--- src/rtl/i2f_pkg.sv ---
package i2f_pkg;
  localparam int unsigned FW = 32;

  typedef enum logic [1:0] {
    VM_LEG128 = 2'b00,
    VM_EXT128 = 2'b01,
    VM_EXT256 = 2'b10,
    VM_RSVD   = 2'b11
  } vmode_e;

  typedef enum logic [1:0] {
    RND_NEAR = 2'b00,
    RND_DOWN = 2'b01,
    RND_UP   = 2'b10,
    RND_ZERO = 2'b11
  } rnd_e;
endpackage

--- src/rtl/i2f_lzc.sv ---
module i2f_lzc #(
  parameter int W  = 32,
  parameter int CW = $clog2(W) + 1
) (
  input  logic [W-1:0]  vin,
  output logic [CW-1:0] zcnt
);
  // highest set bit wins because it is visited last
  always_comb begin
    zcnt = CW'(W);
    for (int i = 0; i < W; i++) begin
      if (vin[i]) zcnt = CW'(W - 1 - i);
    end
  end
endmodule

--- src/rtl/i2f_lane.sv ---
module i2f_lane
  import i2f_pkg::*;
(
  input  logic [FW-1:0] ival,
  input  rnd_e          rnd,
  output logic [FW-1:0] fval,
  output logic          inexact
);
  localparam int CW   = $clog2(FW) + 1;
  localparam int MANT = 23;
  localparam int DROP = FW - 1 - MANT;          // bits below the kept mantissa
  localparam logic [7:0] EXP_TOP = 8'(127 + FW - 1);

  logic          sgn;
  logic [FW-1:0] mag;
  logic [CW-1:0] lz;
  logic [FW-1:0] norm;
  logic          guard, sticky, lsb, bump;
  logic [7:0]    bexp;
  logic [30:0]   body, rounded;

  assign sgn = ival[FW-1];
  assign mag = sgn ? (~ival + 1'b1) : ival;

  i2f_lzc #(.W(FW), .CW(CW)) u_lzc (.vin(mag), .zcnt(lz));

  assign norm   = mag << lz[CW-2:0];
  assign lsb    = norm[DROP];
  assign guard  = norm[DROP-1];
  assign sticky = |norm[DROP-2:0];
  assign inexact = guard | sticky;

  always_comb begin
    unique case (rnd)
      RND_NEAR: bump = guard & (sticky | lsb);
      RND_DOWN: bump = inexact & sgn;
      RND_UP:   bump = inexact & ~sgn;
      default:  bump = 1'b0;
    endcase
  end

  assign bexp    = EXP_TOP - {{(8-CW){1'b0}}, lz};
  assign body    = {bexp, norm[FW-2:DROP]};
  assign rounded = body + {30'd0, bump};       // carry may ripple into exponent
  assign fval    = (mag == '0) ? '0 : {sgn, rounded};

  // magnitudes of at most 24 significant bits never round
  always_comb begin
    if (lz >= CW'(DROP)) begin
      a_r1_short_exact: assert (!inexact);
    end
  end
endmodule

--- src/rtl/i2f_merge.sv ---
module i2f_merge
  import i2f_pkg::*;
#(
  parameter int LANES = 8,
  parameter int LW    = 32
) (
  input  logic [LANES*LW-1:0] conv,
  input  logic [LANES*LW-1:0] prior,
  input  vmode_e              mode,
  input  logic                fault,
  output logic [LANES*LW-1:0] merged
);
  localparam int HALF = LANES / 2;

  for (genvar i = 0; i < LANES; i++) begin : g_ln
    if (i < HALF) begin : g_lo
      assign merged[i*LW +: LW] = fault ? prior[i*LW +: LW] : conv[i*LW +: LW];
    end else begin : g_hi
      always_comb begin
        if (fault || mode == VM_LEG128) merged[i*LW +: LW] = prior[i*LW +: LW];
        else if (mode == VM_EXT128)     merged[i*LW +: LW] = '0;
        else                            merged[i*LW +: LW] = conv[i*LW +: LW];
      end
    end
  end
endmodule

--- src/rtl/pack_i2f_unit.sv ---
module pack_i2f_unit
  import i2f_pkg::*;
#(
  parameter int LANES   = 8,
  parameter int OUT_REG = 1
) (
  input  logic                 clk,
  input  logic                 rst,
  input  logic                 in_valid,
  input  logic [LANES*FW-1:0]  src_vec,
  input  logic [LANES*FW-1:0]  dst_prior,
  input  logic [1:0]           vec_mode,
  input  logic [3:0]           spec_field,
  input  logic [1:0]           rnd_mode,
  output logic                 out_valid,
  output logic [LANES*FW-1:0]  result,
  output logic                 inexact,
  output logic                 ud_fault
);
  localparam int VW   = LANES * FW;
  localparam int HALF = LANES / 2;

  vmode_e            mode;
  rnd_e              rnd;
  logic [VW-1:0]     conv, merged;
  logic [LANES-1:0]  lane_inex, lane_act;
  logic              fault_c, inex_c;

  assign mode = vmode_e'(vec_mode);
  assign rnd  = rnd_e'(rnd_mode);

  for (genvar i = 0; i < LANES; i++) begin : g_lane
    i2f_lane u_lane (
      .ival   (src_vec[i*FW +: FW]),
      .rnd    (rnd),
      .fval   (conv[i*FW +: FW]),
      .inexact(lane_inex[i])
    );
    assign lane_act[i] = (i < HALF) || (mode == VM_EXT256);
  end

  assign fault_c = (mode == VM_RSVD) || ((mode != VM_LEG128) && (spec_field != 4'hF));
  assign inex_c  = !fault_c && |(lane_inex & lane_act);

  i2f_merge #(.LANES(LANES), .LW(FW)) u_merge (
    .conv  (conv),
    .prior (dst_prior),
    .mode  (mode),
    .fault (fault_c),
    .merged(merged)
  );

  if (OUT_REG != 0) begin : g_reg
    always_ff @(posedge clk) begin
      if (rst) begin
        out_valid <= 1'b0;
        result    <= '0;
        inexact   <= 1'b0;
        ud_fault  <= 1'b0;
      end else begin
        out_valid <= in_valid;
        if (in_valid) begin
          result   <= merged;
          inexact  <= inex_c;
          ud_fault <= fault_c;
        end
      end
    end

    // strobe latency of one clock
    a_r8_valid_latency: assert property (@(posedge clk) disable iff (rst)
      in_valid |=> out_valid);
    // a fault hands back the prior destination untouched
    a_r5_fault_keeps_dest: assert property (@(posedge clk) disable iff (rst)
      (out_valid && ud_fault) |-> (result == $past(dst_prior)));
    // a fault never reports precision loss
    a_r5_fault_no_inexact: assert property (@(posedge clk) disable iff (rst)
      (out_valid && ud_fault) |-> !inexact);
    // extended 128-bit mode clears the upper half
    a_r4_upper_zero: assert property (@(posedge clk) disable iff (rst)
      (out_valid && !ud_fault && $past(vec_mode) == 2'b01) |-> (result[VW-1:VW/2] == '0));
    // compatibility mode passes the upper half through
    a_r3_upper_kept: assert property (@(posedge clk) disable iff (rst)
      (out_valid && $past(vec_mode) == 2'b00) |-> (result[VW-1:VW/2] == $past(dst_prior[VW-1:VW/2])));
  end else begin : g_comb
    assign out_valid = in_valid;
    assign result    = merged;
    assign inexact   = inex_c;
    assign ud_fault  = fault_c;
  end
endmodule

--- config.mk ---
export PLATFORM = sky130hd
export DESIGN_NAME = pack_i2f_unit
export DESIGN_NICKNAME = d
export VERILOG_FILES = /design/src/rtl/i2f_pkg.sv /design/src/rtl/i2f_lzc.sv /design/src/rtl/i2f_lane.sv /design/src/rtl/i2f_merge.sv /design/src/rtl/pack_i2f_unit.sv
export SDC_FILE = /design/constraint.sdc
export NUM_CORES = 2
export LEC_CHECK = 0
export ABC_AREA = 0
export BUFFER_PORTS_ARGS = -buffer_cell sky130_fd_sc_hd__buf_2
export CORE_AREA = 2 2 332 334
export DETAILED_ROUTE_END_ITERATION = 10
export DIE_AREA = 0 0 334 336
export PLACE_DENSITY = 0.75
export SYNTH_ARGS = -nofsm -noshare
export SYNTH_HDL_FRONTEND = slang
export SYNTH_SLANG_ARGS = --single-unit
--- constraint.sdc ---
create_clock -name clk -period 14.23 [get_ports clk]
set_input_delay 2.846 -clock clk [delete_from_list [all_inputs] [get_ports clk]]
set_output_delay 2.846 -clock clk [all_outputs]
set_load 0.05 [all_outputs]
==> metrics.md <==
| Metric | Value |
|---|---|
| Status | finished clean |
| H-tree Lvls | 2 |
| Maximum VDD drop | 0.0992 mV |
| Start of the worst register-to-register path | result[246] |
| CP Launch Type | input pin |
| Synth top area cells | dfxtp_1 (11%), mux2i_1 (7.1%), nand2_1 (5.0%) |
| Reg2reg setup slack | 12750 ps |
| Global placer's final weighted congestion | 1.08 |
| Post-Syn Nets | 7692 |
| Die area | 0.112 mm² |
| Top cells by count, synth | nand2_1 (651), nor2_1 (627), clkbuf_1 (430) |
| GRT overflow | 0 |
| Number of synthesized register bits | 259 |
| Crit path from | src_vec[35] |
| Post-synthesis mux area share | 9.41% |
| EDFF count, synth | 0 |
| Wire per inst | 28.4 µm |
| Via count of the first global-routing pass | 57400 |
| Nets | 8039 |
| Post-Synth Adder-Cell Area | 1.21% |
| First-pass GRT wire length | 372000 µm |
| Die W | 334 µm |
| Setup TNS | 0 ps |
| Post-synthesis simple-gate area fraction | 27.2% |
| Critical setup path kind | in -> reg |
| RSZ-0062 raised after global routing | false |
| Seq/Total Area, Yosys | 10.7% |
| Hold Crit Depth | 2 |
| Cells on worst reg2reg path | 2 |
| Worst hold path type | reg -> reg |
| Core area | 0.108 mm² |
| P_leak | 20.2 nW |
| Pwr dens | 82.4 mW/mm² |
| Critical path fanouts, max | 40 |
| Hold Fails Final Rpt | 0 |
| Fin crit share | 79.1% |
| Io pins | 782 |
| Syn avg cell area | 6.83 µm² |
| Initial antenna violation count | 51 |
| CTS Sinks | 259 |
| DRC viols | 0 |
| Total GRT Usage | 42.2% |
| Area growth syn-to-layout | 11.4% |
| Top_reg_cell synth | dfxtp_1 |
| Initial Util | 44.9% |
| Slew Viols, Final | 0 |
| Critical Path End | result[58] |
| Dpl cells | 8846 |
| Met2 Use GR | 64.3% |
| Cts hold-fix bufs | 0 |
| Final min period | 11250 ps |
| Max Cap Viol | 0 |
| Die Ht | 336 µm |
| Fmax | 88.9 MHz |
| Root buf cell | clkbuf_16 |
| Place WS | 2620 ps |
| CP required | 14650 ps |
| Largest net degree at the start of global routing | 125 |
| Maximum buffer depth of the clock tree | 3 |
| Setup violations, final | 0 |
| Pwr Total | 4.47 mW |
| HPWL Detailed | 198000 µm |
| Netlist cell types | 121 |
| Most Crowded Layer GR | met2 |
| Cells after synthesis | 7122 |
| CTS tree | done |
| Largest family of logic cells by synthesized area | compound AO/OA/AOI/OAI gates |
| Worst Tran Pin Value | 1350 ps |
| I/O Buffers | 781 |
| Mapped Area | 0.0487 mm² |
| Fin worst setup slack | 2980 ps |
| Compound-Gate Fraction of Synth Area | 36.8% |
| Met1 usage | 54.6% |
| DR vias | 64400 |
| Min Hold Slack | 478 ps |
| Post-synthesis xor/xnor area fraction | 9.00% |
| Slew margin rel. | 9.29% |
| Asr flop ratio synth | 0% |
| Arrival time worst endpoint | 11670 ps |
| First-pass iteration count of the detailed router | 7 |
| Clock Skew | 0 ps |
| Met3 GRT Util | 11.0% |
| TritonCTS buffer count | 35 |
| Final ANT Viol Nets | 0 |
| Number of vias per cell | 7.19 |
| Post-CTS setup buffers | 0 |
| R2R Path End | result[246] |
| Yosys top cell by area | dfxtp_1 |
| Row count | 121 |
| Clk pin slew, worst setup/hold paths | 60 ps |
| Worst-Skew Late Latency | 630 ps |
| CP Capture Type | register |
| Share of layout cells above drive strength 1 | 16.7% |
| Most common cell in the netlist | nand2_1 |
| Top cell type's share of synthesized area | 10.7% |
| Synth Warn # | 0 |
| Final wirelength | 254000 µm |
| Initial DRC count | 9140 |
| CTS resizes | 0 |
| Finished Layout Cells | 8949 |
worst min path at each step:
stage,startpoint,end,slack (ps)
finish,result[254],result[254],480
global route,result[192],result[192],490
CTS,result[242],result[242],470
detailed placement,result[242],result[242],460
global placement,result[242],result[242],460
floorplan,result[242],result[242],690
report_power, final:
part	switching, mW	leakage (nW)	total, mW	internal, mW
clock network	0.427	0.544	0.918	0.491
registers	0.0391	2.14	0.820	0.781
logic	1.90	17.5	2.73	0.835
critical path, stage by stage:
cell and delay (ps):
buf_2 150, nor3_1 970, and2_0 460, nand4_1 530, o31ai_1 470, xor2_1 430, o311a_1 260, nor4b_1 50
a21o_1 190, buf_4 290, inv_2 620, mux2i_1 490, nor2_1 80, a21oi_1 220, a311oi_1 80, nor2_1 240
a32oi_1 140, a211oi_1 270, ha_1 240, ha_1 190, or4b_1 520, nor4_2 590, nand3_1 410, or4b_1 620
xnor2_1 170, o22ai_1 110
per-stage QoR:
stage	utilization [%]	area [µm²]
after detailed placement	48.9	53000
after global routing	50.0	54200
after floorplan	-	48700
final	50.0	54200
after global placement	48.9	53000
after CTS	49.9	54100
cells in the final DEF (no fill, tap or decap), types with 102 or more instances in the layout:
master,instances
mux2i_1,345
a21oi_1,382
nor4_1,122
xor2_1,225
o22ai_1,205
xnor2_1,275
buf_4,113
nand2_1,650
dfxtp_1,259
a22oi_1,199
buf_2,779
o21ai_0,393
inv_1,102
nor2_1,623
nand3_1,266
nor3_1,280
nand4_1,103
o211ai_1,118
a211oi_1,209
o31ai_1,102
routing by layer:
layer | share of wire [%] | vias to the layer above | wire (µm)
li1 | - | 28400 | -
met1 | 39 | 30500 | 99200
met3 | 12 | 851 | 31100
met4 | 6.0 | 24 | 15100
met5 | 0.066 | - | 167
met2 | 43 | 4625 | 108000
registers in the layout, summed over array words and instances, names as in the netlist:
register / flops
ud_fault: 1
result: 256
out_valid: 1
inexact: 1
kinds of logic (layout without fill, tap and decap cells):
group | count (synthesis) | in the layout
other | 0 | 42
XOR/XNOR | 500 | 500
AND/OR/NAND/NOR | 2639 | 2639
adder cells (fa/ha/maj) | 47 | 47
multiplexers | 440 | 440
buffers and inverters | 700 | 1071
AO/OA/AOI/OAI | 2537 | 2537
flip-flops | 259 | 259
final cells by class:
type,instances,area (µm²)
inverter,116,450
multi-input combinational,6163,40800
antenna,42,105
timing repair buffer,894,4770
clock inverter,17,164
tap,1414,1770
fill,11100,54200
clock buffer,44,960
sequential,259,5180
Power figures use the tool's default switching activity.
